**src/rtl/vfd_pkg.sv**
```systemverilog
package vfd_pkg;

  typedef enum logic [1:0] {
    VS_IDLE = 2'd0,
    VS_SERR = 2'd1,
    VS_DFLT = 2'd2
  } vfd_state_e;

  typedef struct packed {
    logic broad_end;
    logic narrow_end;
    logic solid_hit;
    logic odd_gap;
  } vfd_evt_t;

endpackage

```
**src/rtl/vfd_deglitch.sv**
```systemverilog
module vfd_deglitch #(
  parameter int unsigned GLITCH_MIN = 16
) (
  input  logic clk,
  input  logic rst,
  input  logic din,
  output logic dout
);
  localparam int unsigned GW = (GLITCH_MIN < 2) ? 1 : $clog2(GLITCH_MIN + 1);
  localparam logic [GW-1:0] LIM = GW'(GLITCH_MIN - 1);

  logic          samp;
  logic          level;
  logic [GW-1:0] run;

  always_ff @(posedge clk) begin
    if (rst) begin
      samp  <= 1'b1;
      level <= 1'b1;
      run   <= '0;
    end else begin
      samp <= din;
      if (samp == level) begin
        run <= '0;
      end else if (run == LIM) begin
        level <= samp;
        run   <= '0;
      end else begin
        run <= run + 1'b1;
      end
    end
  end

  assign dout = level;
endmodule

```
**src/rtl/vfd_pulse_meter.sv**
```systemverilog
module vfd_pulse_meter
  import vfd_pkg::*;
#(
  parameter int unsigned BROAD_MIN = 8000,
  parameter int unsigned SOLID_MIN = 24000,
  parameter int unsigned FULL_MIN  = 12000
) (
  input  logic     clk,
  input  logic     rst,
  input  logic     sync_lvl,
  output vfd_evt_t evt
);
  localparam int unsigned WW = $clog2(SOLID_MIN + 1);
  localparam int unsigned PW = $clog2(FULL_MIN + 1);
  localparam logic [WW-1:0] W_SAT   = WW'(SOLID_MIN);
  localparam logic [WW-1:0] W_BROAD = WW'(BROAD_MIN);
  localparam logic [WW-1:0] W_HIT   = WW'(SOLID_MIN - 1);
  localparam logic [PW-1:0] P_SAT   = PW'(FULL_MIN);

  logic          lvl_d;
  logic          fall, rise, low_run;
  logic [WW-1:0] width;
  logic [PW-1:0] since, spacing;

  assign fall    = lvl_d & ~sync_lvl;
  assign rise    = ~lvl_d & sync_lvl;
  assign low_run = ~lvl_d & ~sync_lvl;

  always_ff @(posedge clk) begin
    if (rst) begin
      lvl_d   <= 1'b1;
      width   <= '0;
      since   <= P_SAT;
      spacing <= P_SAT;
    end else begin
      lvl_d <= sync_lvl;
      if (fall) begin
        width <= WW'(1);
      end else if (!sync_lvl && width != W_SAT) begin
        width <= width + 1'b1;
      end
      if (fall) begin
        spacing <= since;
        since   <= PW'(1);
      end else if (since != P_SAT) begin
        since <= since + 1'b1;
      end
    end
  end

  always_comb begin
    evt.broad_end  = rise && (width > W_BROAD) && (width < W_SAT);
    evt.narrow_end = rise && (width <= W_BROAD);
    evt.solid_hit  = low_run && (width == W_HIT);
    evt.odd_gap    = (spacing >= P_SAT);
  end
endmodule

```
**src/rtl/vfd_vert_ctrl.sv**
```systemverilog
module vfd_vert_ctrl
  import vfd_pkg::*;
#(
  parameter int unsigned DEF_LEN = 9000
) (
  input  logic     clk,
  input  logic     rst,
  input  vfd_evt_t evt,
  output logic     vsync_n,
  output logic     field_odd,
  output logic     default_used
);
  localparam int unsigned DW = $clog2(DEF_LEN + 1);
  localparam logic [DW-1:0] D_LOAD = DW'(DEF_LEN - 1);

  vfd_state_e    state;
  logic [DW-1:0] remain;

  always_ff @(posedge clk) begin
    if (rst) begin
      state        <= VS_IDLE;
      remain       <= '0;
      vsync_n      <= 1'b1;
      field_odd    <= 1'b0;
      default_used <= 1'b0;
    end else begin
      unique case (state)
        VS_IDLE: begin
          if (evt.broad_end) begin
            state        <= VS_SERR;
            vsync_n      <= 1'b0;
            field_odd    <= evt.odd_gap;
            default_used <= 1'b0;
          end else if (evt.solid_hit) begin
            state        <= VS_DFLT;
            vsync_n      <= 1'b0;
            remain       <= D_LOAD;
            default_used <= 1'b1;
          end
        end
        VS_SERR: begin
          if (evt.narrow_end) begin
            state   <= VS_IDLE;
            vsync_n <= 1'b1;
          end
        end
        VS_DFLT: begin
          if (remain == '0) begin
            state   <= VS_IDLE;
            vsync_n <= 1'b1;
          end else begin
            remain <= remain - 1'b1;
          end
        end
        default: begin
          state   <= VS_IDLE;
          vsync_n <= 1'b1;
        end
      endcase
    end
  end
endmodule

```
**src/rtl/vsync_field_detect.sv**
```systemverilog
module vsync_field_detect
  import vfd_pkg::*;
#(
  parameter int unsigned GLITCH_MIN = 16,
  parameter int unsigned BROAD_MIN  = 8000,
  parameter int unsigned SOLID_MIN  = 24000,
  parameter int unsigned FULL_MIN   = 12000,
  parameter int unsigned DEF_LEN    = 9000
) (
  input  logic clk,
  input  logic rst,
  input  logic csync_n,
  output logic vsync_n,
  output logic field_odd,
  output logic default_used
);
  logic     clean_lvl;
  vfd_evt_t evt;

  vfd_deglitch #(.GLITCH_MIN(GLITCH_MIN)) u_deglitch (
    .clk  (clk),
    .rst  (rst),
    .din  (csync_n),
    .dout (clean_lvl)
  );

  vfd_pulse_meter #(
    .BROAD_MIN (BROAD_MIN),
    .SOLID_MIN (SOLID_MIN),
    .FULL_MIN  (FULL_MIN)
  ) u_meter (
    .clk      (clk),
    .rst      (rst),
    .sync_lvl (clean_lvl),
    .evt      (evt)
  );

  vfd_vert_ctrl #(.DEF_LEN(DEF_LEN)) u_ctrl (
    .clk          (clk),
    .rst          (rst),
    .evt          (evt),
    .vsync_n      (vsync_n),
    .field_odd    (field_odd),
    .default_used (default_used)
  );
endmodule

```
**config.mk**
```make
export PLATFORM = sky130hd
export DESIGN_NAME = vsync_field_detect
export DESIGN_NICKNAME = d
export VERILOG_FILES = /design/src/rtl/vfd_pkg.sv /design/src/rtl/vfd_deglitch.sv /design/src/rtl/vfd_pulse_meter.sv /design/src/rtl/vfd_vert_ctrl.sv /design/src/rtl/vsync_field_detect.sv
export SDC_FILE = /design/constraint.sdc
export NUM_CORES = 1
export LEC_CHECK = 0
export CAP_MARGIN = 0
export CORE_MARGIN = 3
export CORE_UTILIZATION = 40
export CTS_BUF_LIST = sky130_fd_sc_hd__clkbuf_4 sky130_fd_sc_hd__clkbuf_8
export DETAILED_ROUTE_END_ITERATION = 7
export DONT_BUFFER_PORTS = 1
export PLACE_DENSITY = 0.62
export SLEW_MARGIN = 30
export SYNTH_ARGS = -nofsm -noshare
export SYNTH_HDL_FRONTEND = slang
export SYNTH_HIERARCHICAL = 1
export SYNTH_SLANG_ARGS = --single-unit
```
**constraint.sdc**
```tcl
create_clock -name clk -period 2.69 [get_ports clk]
set_input_delay 0.1345 -clock clk [delete_from_list [all_inputs] [get_ports clk]]
set_output_delay 0.1345 -clock clk [all_outputs]
set_load 0.02 [all_outputs]
```
==> metrics, run 1 <==
status=finished clean; cell count after synthesis=374; Max clock buf depth=2; first-pass GRT wire length=11200 microns; hold crit path type=in2reg; crit share post-route=approximately 90%; overflow left after global routing=0; Peak VDD IR=0.000337 V; Worst-path clk slew=70 ps; initial drt markers=between 90 and 100; post-synthesis register bit count=65; # rows=32; Fill cells=between 700 and 800; Remaining DRCs=0; Synth top area share=39.5%; YS warnings=6; Pre-antenna DRT Iters=4; Final GP Congestion=0.814; pre-CTS WS=125 ps; Clock Latency Late Sink=340 ps; actual slew at the worst max-slew pin=707 ps; Post-DRT Antenna Nets=0; final cell count without fillers=485; Leak=1.34 nW; Cell Pwr Density=about 500 nW/um^2; Switching Fraction=21.8%; Die X-Extent=96.8 microns; IO Pins=6; Initial Utilization=between 40% and 50%; crit path time final=~2500 ps; CP startpoint kind=register; largest net degree at the start of global routing=38; Setup crit end kind=register; Synth area leader=dfxtp_1; RSZ-0062 raised after global routing=no; drt total wl=6340 microns; Int Pwr=1.41 mW; H-tree Lvls=3; number of synthesized flops with an enable pin=0; final instance area=3610 sq um; Avg Cell Area, Syn=roughly 8.8 sq um; fmax=0.403 GHz; number of nets in the layout=~390; hold depth=2; most common cell in the netlist=dfxtp_1; Setup Skew=between 7 and 8 ps; setup repair bufs after CTS=0; Vias/cell=between 5 and 6; top post-synthesis cells by count=dfxtp_1 (65), nor2_1 (38), nand2_1 (33); dpl hpwl=4340 microns; Area Overhead vs Synth=9.61%; core region area=between 7000 and 8000 sq um; worst path arrival time=between 2000 and 3000 ps; TritonCTS buffer count=9; WHS=69.6 ps; Logic pwr share=between 3 and 4%; crit-path max FO=11; die span in y=96.8 microns; TritonCTS clock tree=yes; Final Setup Violations=0; All-Layer GR Usage=14.1%; Hold EP=u_ctrl/remain[2]; clock sink total=65; WP data required=2930 ps; total negative slack=0 ps; antenna violations before repair=1; die area=9360 sq um; R2R setup slack=just over 200 ps; Fin. Hold Viols=0; Post-Syn Nets=roughly 380; Synth Cell Area=3290 sq um; n_diodes=0; Pwr Total=1.80 mW; Area contributors post-synth=dfxtp_1 (39%), nor2_1 (4.3%), nand2_1 (3.8%), xnor2_1 (3.7%), nand3_1 (2.7%); register area=1300 sq um; r2r worst-path depth=9; multi-input logic area=1850 sq um; Slew Limit Fails=0; Psw=393 uW; normalized max-slew margin=52.7%; prevailing post-synth register cell=dfxtp_1; Distinct cells, synth=60; Root Driver=clkbuf_8; port bufs=0; fraction of registers with async set/reset=0%; Inst Count DP=467; dpl cell area=~3400 sq um; final worst slack=206 ps; Clk pwr share=42.8%; Final Util=46.0%; Max Cap Viol=0; ratio of cells with drive above 1 in the final layout=12.5%; sequential-to-total area share from yosys stat=39.5%; FF-to-FF End=u_ctrl/remain[8]; via count=2633; vias in the first global route=approximately 2500; kind of critical path=reg2reg; Flop pwr share=54.0%; R2R Path Start=u_meter/width[2]; WL per Instance=13.1 microns; origin of the worst min-delay path=rst
==> state kept, by name, indices dropped and copies added (netlist names), 2 cells and up <==
signal,count
u_ctrl/remain,14
u_meter/width,15
u_ctrl/state,2
u_deglitch/run,5
u_meter/since,14
u_meter/spacing,9
==> repair_timing <==
| item | in CTS | in global routing |
|---|---|---|
| hold endpoints to repair | 37 | 0 |
| hold buffers | 2 | 0 |
| setup endpoints to repair | 0 | 7 |
| gates resized for setup | 0 | 4 |
==> routing by layer <==
metal  up-vias  share of wire [%]  global-route usage [%]
met3         2                4.0                    4.33
met4         0               0.25                    2.92
met5         -                  0                       0
met1      1249                 49                    18.4
li1       1353                  -                       -
met2        29                 46                    22.8
==> area by class of cell <==
type	count	share of cell area [%]
clock buffer	14	4.82
clock inverter	2	0.347
inverter	14	1.46
multi-input combinational	277	51.1
sequential	65	36.0
tap	102	3.53
timing repair buffer	11	2.70
==> power by group through the flow <==
stage	clock network [mW]	registers [mW]	logic (mW)
final	0.772	0.974	0.0561
after global routing	0.836	0.974	0.0633
after CTS	0.796	0.973	0.0574
after detailed placement	0	0.995	0.0446
after global placement	0	0.995	0.0438
after floorplan	0	0.994	0.0419
==> cell usage in the layout, fill, tap and decap left out, types with 3 or more instances in the layout <==
| master | instances |
|---|---|
| nand2_1 | 33 |
| xor2_1 | 8 |
| nand4_1 | 11 |
| a21oi_1 | 16 |
| and3_1 | 5 |
| nand2b_1 | 3 |
| nand3b_1 | 9 |
| dfxtp_1 | 65 |
| and2_1 | 4 |
| and4_1 | 5 |
| nor3_1 | 9 |
| o31ai_1 | 6 |
| nor4_2 | 6 |
| mux2i_1 | 6 |
| nand3_1 | 18 |
| nor3b_1 | 3 |
| a21o_1 | 4 |
| o21ai_0 | 7 |
| or4_1 | 8 |
| ha_1 | 7 |
| or3_1 | 10 |
| a31oi_1 | 4 |
| xnor2_1 | 14 |
| o21bai_1 | 3 |
| nor2_1 | 38 |
| buf_4 | 9 |
| clkbuf_4 | 3 |
| inv_1 | 14 |
| clkbuf_8 | 11 |
==> worst max path at each step <==
stage / start / end / slack [ps] / cells after the start
4_1_cts: u_meter/width[2] / u_ctrl/remain[9] / 120 / 8
6_report: u_meter/width[2] / u_ctrl/remain[8] / 210 / 9
2_1_floorplan: u_meter/width[9] / u_ctrl/remain[9] / 270 / 9
3_5_place_dp: u_meter/width[2] / u_ctrl/remain[9] / 130 / 8
3_3_place_gp: u_meter/width[2] / u_ctrl/remain[9] / 200 / 8
5_1_grt: u_meter/width[2] / u_ctrl/remain[8] / 20 / 9
==> critical path, stage by stage (launching register included) <==
cell and delay (ps):
dfxtp_1 370, nor4_2 340, a311oi_1 130, nand3b_1 180
and4_1 260, nor4b_1 310, buf_4 230, nor3b_1 60
and3_1 190, a2111oi_2 310
==> kinds of logic (layout without fill, tap and decap cells) <==
group | count (synthesis) | count (layout) | synth area share (%)
xor gates and xnor gates | 22 | 22 | 5.85
adders and majority gates | 7 | 7 | 2.66
buffers and inverters | 32 | 41 | 4.86
DFF | 65 | 65 | 39.5
and+or+nand+nor | 184 | 184 | 32.8
muxes | 7 | 7 | 2.16
AOI/OAI and AO/OA | 57 | 57 | 12.2
Power figures use the tool's default switching activity.
==> inputs of run 2 (changes only) <==
--- a/config.mk
+++ b/config.mk
@@ -12,6 +12,7 @@
 export DETAILED_ROUTE_END_ITERATION = 7
 export DONT_BUFFER_PORTS = 1
 export PLACE_DENSITY = 0.62
+export SKIP_LAST_GASP = 1
 export SLEW_MARGIN = 30
 export SYNTH_ARGS = -nofsm -noshare
 export SYNTH_HDL_FRONTEND = slang
==> constraint.sdc (replaced) <==
create_clock -name clk -period 2.3 [get_ports clk]
set_input_delay 0.115 -clock clk [delete_from_list [all_inputs] [get_ports clk]]
set_output_delay 0.115 -clock clk [all_outputs]
set_load 0.02 [all_outputs]
==> metrics, run 2 (synthesis results as in run 1) <==
dpl hpwl=4700 microns; RSZ-0062 raised after global routing=yes; Setup crit end kind=register; clock sink total=65; r2r worst-path depth=8; Post-DRT Antenna Nets=0; critical path endpoint=u_ctrl/remain[7]; antenna violations before repair=0; Slew Limit Fails=0; All-Layer GR Usage=15.5%; commonest cells after routing, fill and taps aside=dfxtp_1 (61), nor2_1 (38), buf_4 (36), nand2_1 (31), nand3_1 (17); kind of critical path=reg2reg; Die X-Extent=96.8 microns; final worst slack=44.6 ps; largest net degree at the start of global routing=38; Fin. Hold Viols=0; overflow left after global routing=0; Final Setup Violations=0; Worst-path clk slew=80 ps; crit-path max FO=5; Pwr Total=2.39 mW; CP max stage cell=or4_4; crit path time final=2260 ps; fmax=0.443 GHz; initial drt markers=about 130; H-tree Lvls=3; # rows=32; die area=9360 sq um; Root Driver=clkbuf_8; commonest non-fill, non-tap cell in the layout=dfxtp_1; Max clock buf depth=2; TritonCTS clock tree=yes; via count=2746; status=finished clean; Vias/cell=5.35; pre-CTS WS=-36.1 ps; hold crit path type=in2reg; Clock Latency Late Sink=350 ps; core region area=7850 sq um; drt total wl=7140 microns; TritonCTS buffer count=9; Area Overhead vs Synth=21.5%; origin of the worst min-delay path=rst; n_diodes=0; number of nets in the layout=416; Final Util=51.0%; Most flops, register=u_meter/width; die span in y=approximately 97 microns; first-pass GRT wire length=12000 microns; ratio of cells with drive above 1 in the final layout=a little under a quarter; Setup Skew=8.37 ps; max reg flops=15; ordered cell list for the critical path=nor4_4 > a311oi_1 > nand3b_1 > and4_4 > nor2b_4 > o21ai_4 > or4_4 > a21oi_2; Peak VDD IR=0.000318 V; critical path's top delay family=simple AND/OR/NAND/NOR gates; IO Pins=6; WL per Instance=roughly 14 microns; Pre-antenna DRT Iters=4; Remaining DRCs=0; Max Cap Viol=0; biggest regs=u_meter/width x15, u_ctrl/remain x14, u_meter/since x14; port bufs=0; crit share post-route=98.1%; normalized max-slew margin=58.1%; max incr delay on CP=about 530 ps; worst path arrival time=2540 ps; CP startpoint=u_meter/width[5]; actual slew at the worst max-slew pin=~630 ps; Initial Utilization=a little over two fifths; Cell Pwr Density=approximately 600 nW/um^2; CP Depth=8; Buf+Inv Stages, Crit Path=0; CP startpoint kind=register; WP data required=2590 ps; FF-to-FF End=u_ctrl/remain[7]; Final GP Congestion=0.811; R2R Path Start=u_meter/width[5]; Leak=1.55 nW; R2R setup slack=between 40 and 50 ps; vias in the first global route=2579
run 2: how the worst min path moves through the flow:
stage                               to  depth (start not counted)
finish                u_ctrl/remain[2]                          2
global route          u_ctrl/remain[8]                          2
CTS                 u_meter/spacing[8]                          2
detailed placement    u_ctrl/remain[5]                          1
global placement      u_ctrl/remain[2]                          1
floorplan             u_meter/width[0]                          1
run 2: layout make-up:
class	count	area, sq um
Multi-Input combinational cell	277	1960
Clock buffer	9	124
Tap cell	102	128
Sequential cell	65	1310
Fill cell	765	3850
Timing Repair Buffer	39	312
Clock inverter	7	119
Inverter	14	52.6
run 2: metal layers:
| layer | track usage (%) | routed length (microns) | vias to the layer above |
|---|---|---|---|
| met2 | 24.1 | 3390 | 31 |
| li1 | - | - | 1417 |
| met5 | 0 | 0 | - |
| met3 | 3.60 | 187 | 11 |
| met1 | 20.4 | 3450 | 1287 |
| met4 | 7.02 | 117 | 0 |
run 2: power by group:
group,internal [mW],switching (mW)
combinational,0.0304,0.0361
clock,0.719,0.464
sequential,1.13,0.00714
run 2: per-stage QoR:
stage	std cells	hold WS, ps	area (sq um)	setup TNS, ps
2_1_floorplan	374	194	3310	0
3_3_place_gp	488	192	3560	0
3_5_place_dp	488	191	3560	-99.8
4_1_cts	506	18.5	3850	0
5_1_grt	513	43.1	4000	-188
6_report	513	37.3	4000	0
run 2: what timing repair did:
| action | CTS | global route |
|---|---|---|
| hold buffers | 2 | 0 |
| endpoints found under the setup margin | 5 | 9 |
| gates resized for setup | 5 | 24 |
| hold endpoints to repair | 41 | 0 |
| setup buffers | 0 | 7 |
| pin swaps | 0 | 12 |
run 2: worst reg2reg max path: cells and delay by family (launching register included):
family / cells / cell delay, ps
compound gates: 3 / 370
flops: 1 / 340
simple gates: 5 / 1500
==> inputs of run 3 (changes only) <==
--- a/config.mk
+++ b/config.mk
@@ -11,7 +11,8 @@
 export CTS_BUF_LIST = sky130_fd_sc_hd__clkbuf_4 sky130_fd_sc_hd__clkbuf_8
 export DETAILED_ROUTE_END_ITERATION = 7
 export DONT_BUFFER_PORTS = 1
-export PLACE_DENSITY = 0.62
+export GPL_TIMING_DRIVEN = 0
+export PLACE_DENSITY = 0.64
 export SKIP_LAST_GASP = 1
 export SLEW_MARGIN = 30
 export SYNTH_ARGS = -nofsm -noshare
==> constraint.sdc (replaced) <==
create_clock -name clk -period 1.8 [get_ports clk]
set_input_delay 0.09 -clock clk [delete_from_list [all_inputs] [get_ports clk]]
set_output_delay 0.09 -clock clk [all_outputs]
set_load 0.02 [all_outputs]
==> metrics, run 3 (synthesis results as in run 1) <==
clock sink total=65; Post-DRT Antenna Nets=0; H-tree Lvls=3; Area Overhead vs Synth=25.5%; final worst slack=-449 ps; dpl hpwl=4740 microns; # rows=32; first-pass GRT wire length=12600 microns; CP startpoint kind=register; initial drt markers=roughly 140; dpl cell area=3490 sq um; worst path arrival time=2490 ps; hold crit path type=in2reg; Most flops, register=u_meter/width; commonest non-fill, non-tap cell in the layout=dfxtp_1; max reg flops=15; actual slew at the worst max-slew pin=591 ps; WL per Instance=14.2 microns; Fin. Hold Viols=0; WHS=approximately 130 ps; Initial Utilization=42.0%; Remaining DRCs=0; crit path time final=2250 ps; Inst Count DP=between 400 and 500; Pwr Total=2.84 mW; Cell Pwr Density=688 nW/um^2; IO Pins=6; largest net degree at the start of global routing=15; R2R setup slack=-450 ps; Die X-Extent=96.8 microns; final cell count without fillers=523; Pre-antenna DRT Iters=4; TritonCTS clock tree=yes; kind of critical path=reg2reg; TritonCTS buffer count=9; Final Setup Violations=18; via count=2876; CP max stage cell=or4_1; status=finished with violations; fmax=0.445 GHz; WP data required=around 2000 ps; Clock Latency Late Sink=roughly 360 ps; max incr delay on CP=500 ps; die span in y=96.8 microns; Slew Limit Fails=0; die area=9360 sq um; n_diodes=0; Vias/cell=5.50; failing checks=setup timing; commonest cells after routing, fill and taps aside=dfxtp_1 (54), nor2_1 (36), nand2_1 (31), buf_4 (25), nand3_1 (16); Setup crit end kind=register; Root Driver=clkbuf_8; Peak VDD IR=roughly 0.00052 V; Max clock buf depth=2; Worst-path clk slew=70 ps; vias in the first global route=2702; port bufs=0; antenna violations before repair=0; All-Layer GR Usage=between 10% and 20%; crit share post-route=125%; crit-path max FO=4; Max Cap Viol=0; RSZ-0062 raised after global routing=yes; most frequent CP cell=nand3_1; drt total wl=7450 microns; biggest regs=u_meter/width x15, u_ctrl/remain x14, u_meter/since x14; Final Util=about 53%; Setup Skew=6.99 ps; Final GP Congestion=0.828; core region area=7850 sq um; ordered cell list for the critical path=buf_6 > nand3_1 > a311oi_1 > nand3b_1 > and4_4 > or4b_4 > nand3_1 > or4_1 > o311a_1; overflow left after global routing=0; final instance area=approximately 4100 sq um; number of nets in the layout=~430; normalized max-slew margin=around 60%; ratio of cells with drive above 1 in the final layout=28.5%; Leak=about 1.6 nW
==> run 3: cell types whose count changed in the layout (fill, tap and decap cells not counted), sizes merged <==
| cell | previous run | this run |
|---|---|---|
| clkbuf | 9 | 16 |
| inv | 14 | 19 |
| buf | 38 | 40 |
| bufinv | 3 | 1 |
| clkinvlp | 2 | 0 |
| clkinv | 2 | 1 |
| dlygate4sd3 | 1 | 2 |
==> run 3: worst paths after layout <==
| check | depth (start not counted) | startpoint | end |
|---|---|---|---|
| max reg2reg | 9 | u_meter/width[9] | u_ctrl/remain[9] |
| min | 3 | rst | u_meter/width[2] |
| max | 9 | u_meter/width[9] | u_ctrl/remain[9] |
| min reg2reg | 1 | u_deglitch/run[0] | u_deglitch/run[0] |
==> run 3: timing repair <==
action,4_1_cts,5_1_grt
endpoints found under the hold margin,17,0
pin swaps,21,15
hold buffers,2,0
buffers inserted,22,10
resized for setup,36,18
endpoints found under the setup margin,17,19
==> run 3: per-stage QoR <==
stage	worst slack [ps]	TNS (ps)
floorplan	-298	-2040
global placement	-559	-5340
detailed placement	-630	-5670
CTS	-379	-4440
global route	-552	-6960
finish	-449	-5130
==> run 3: cell type report <==
class | count | area [sq um]
Inverter | 14 | 52.6
Tap cell | 102 | 128
Clock buffer | 9 | 124
Fill cell | 745 | 3710
Sequential cell | 65 | 1330
Buffer | 17 | 121
Clock inverter | 7 | 82.6
Multi-Input combinational cell | 277 | 2030
Timing Repair Buffer | 32 | 264
==> run 3: per-layer routing <==
metal | up-vias | wire length, microns | GRT usage, %
li1 | 1435 | - | -
met1 | 1380 | 3450 | 20.6
met2 | 49 | 3610 | 25.7
met3 | 12 | 303 | 6.20
met4 | 0 | 90 | 5.94
met5 | - | 0 | 0
==> run 3: power breakdown <==
group          internal, mW  leakage [nW]  switching, mW
sequential             1.44         0.532        0.00846
clock                 0.666         0.106          0.645
combinational        0.0389         0.955         0.0508
==> run 3: worst max-delay path: cells and delay by family (launching register included) <==
family          cells  cell delay (ps)
compound gates      2              380
buf+inv             1              110
flops               1              380
simple gates        6             1270
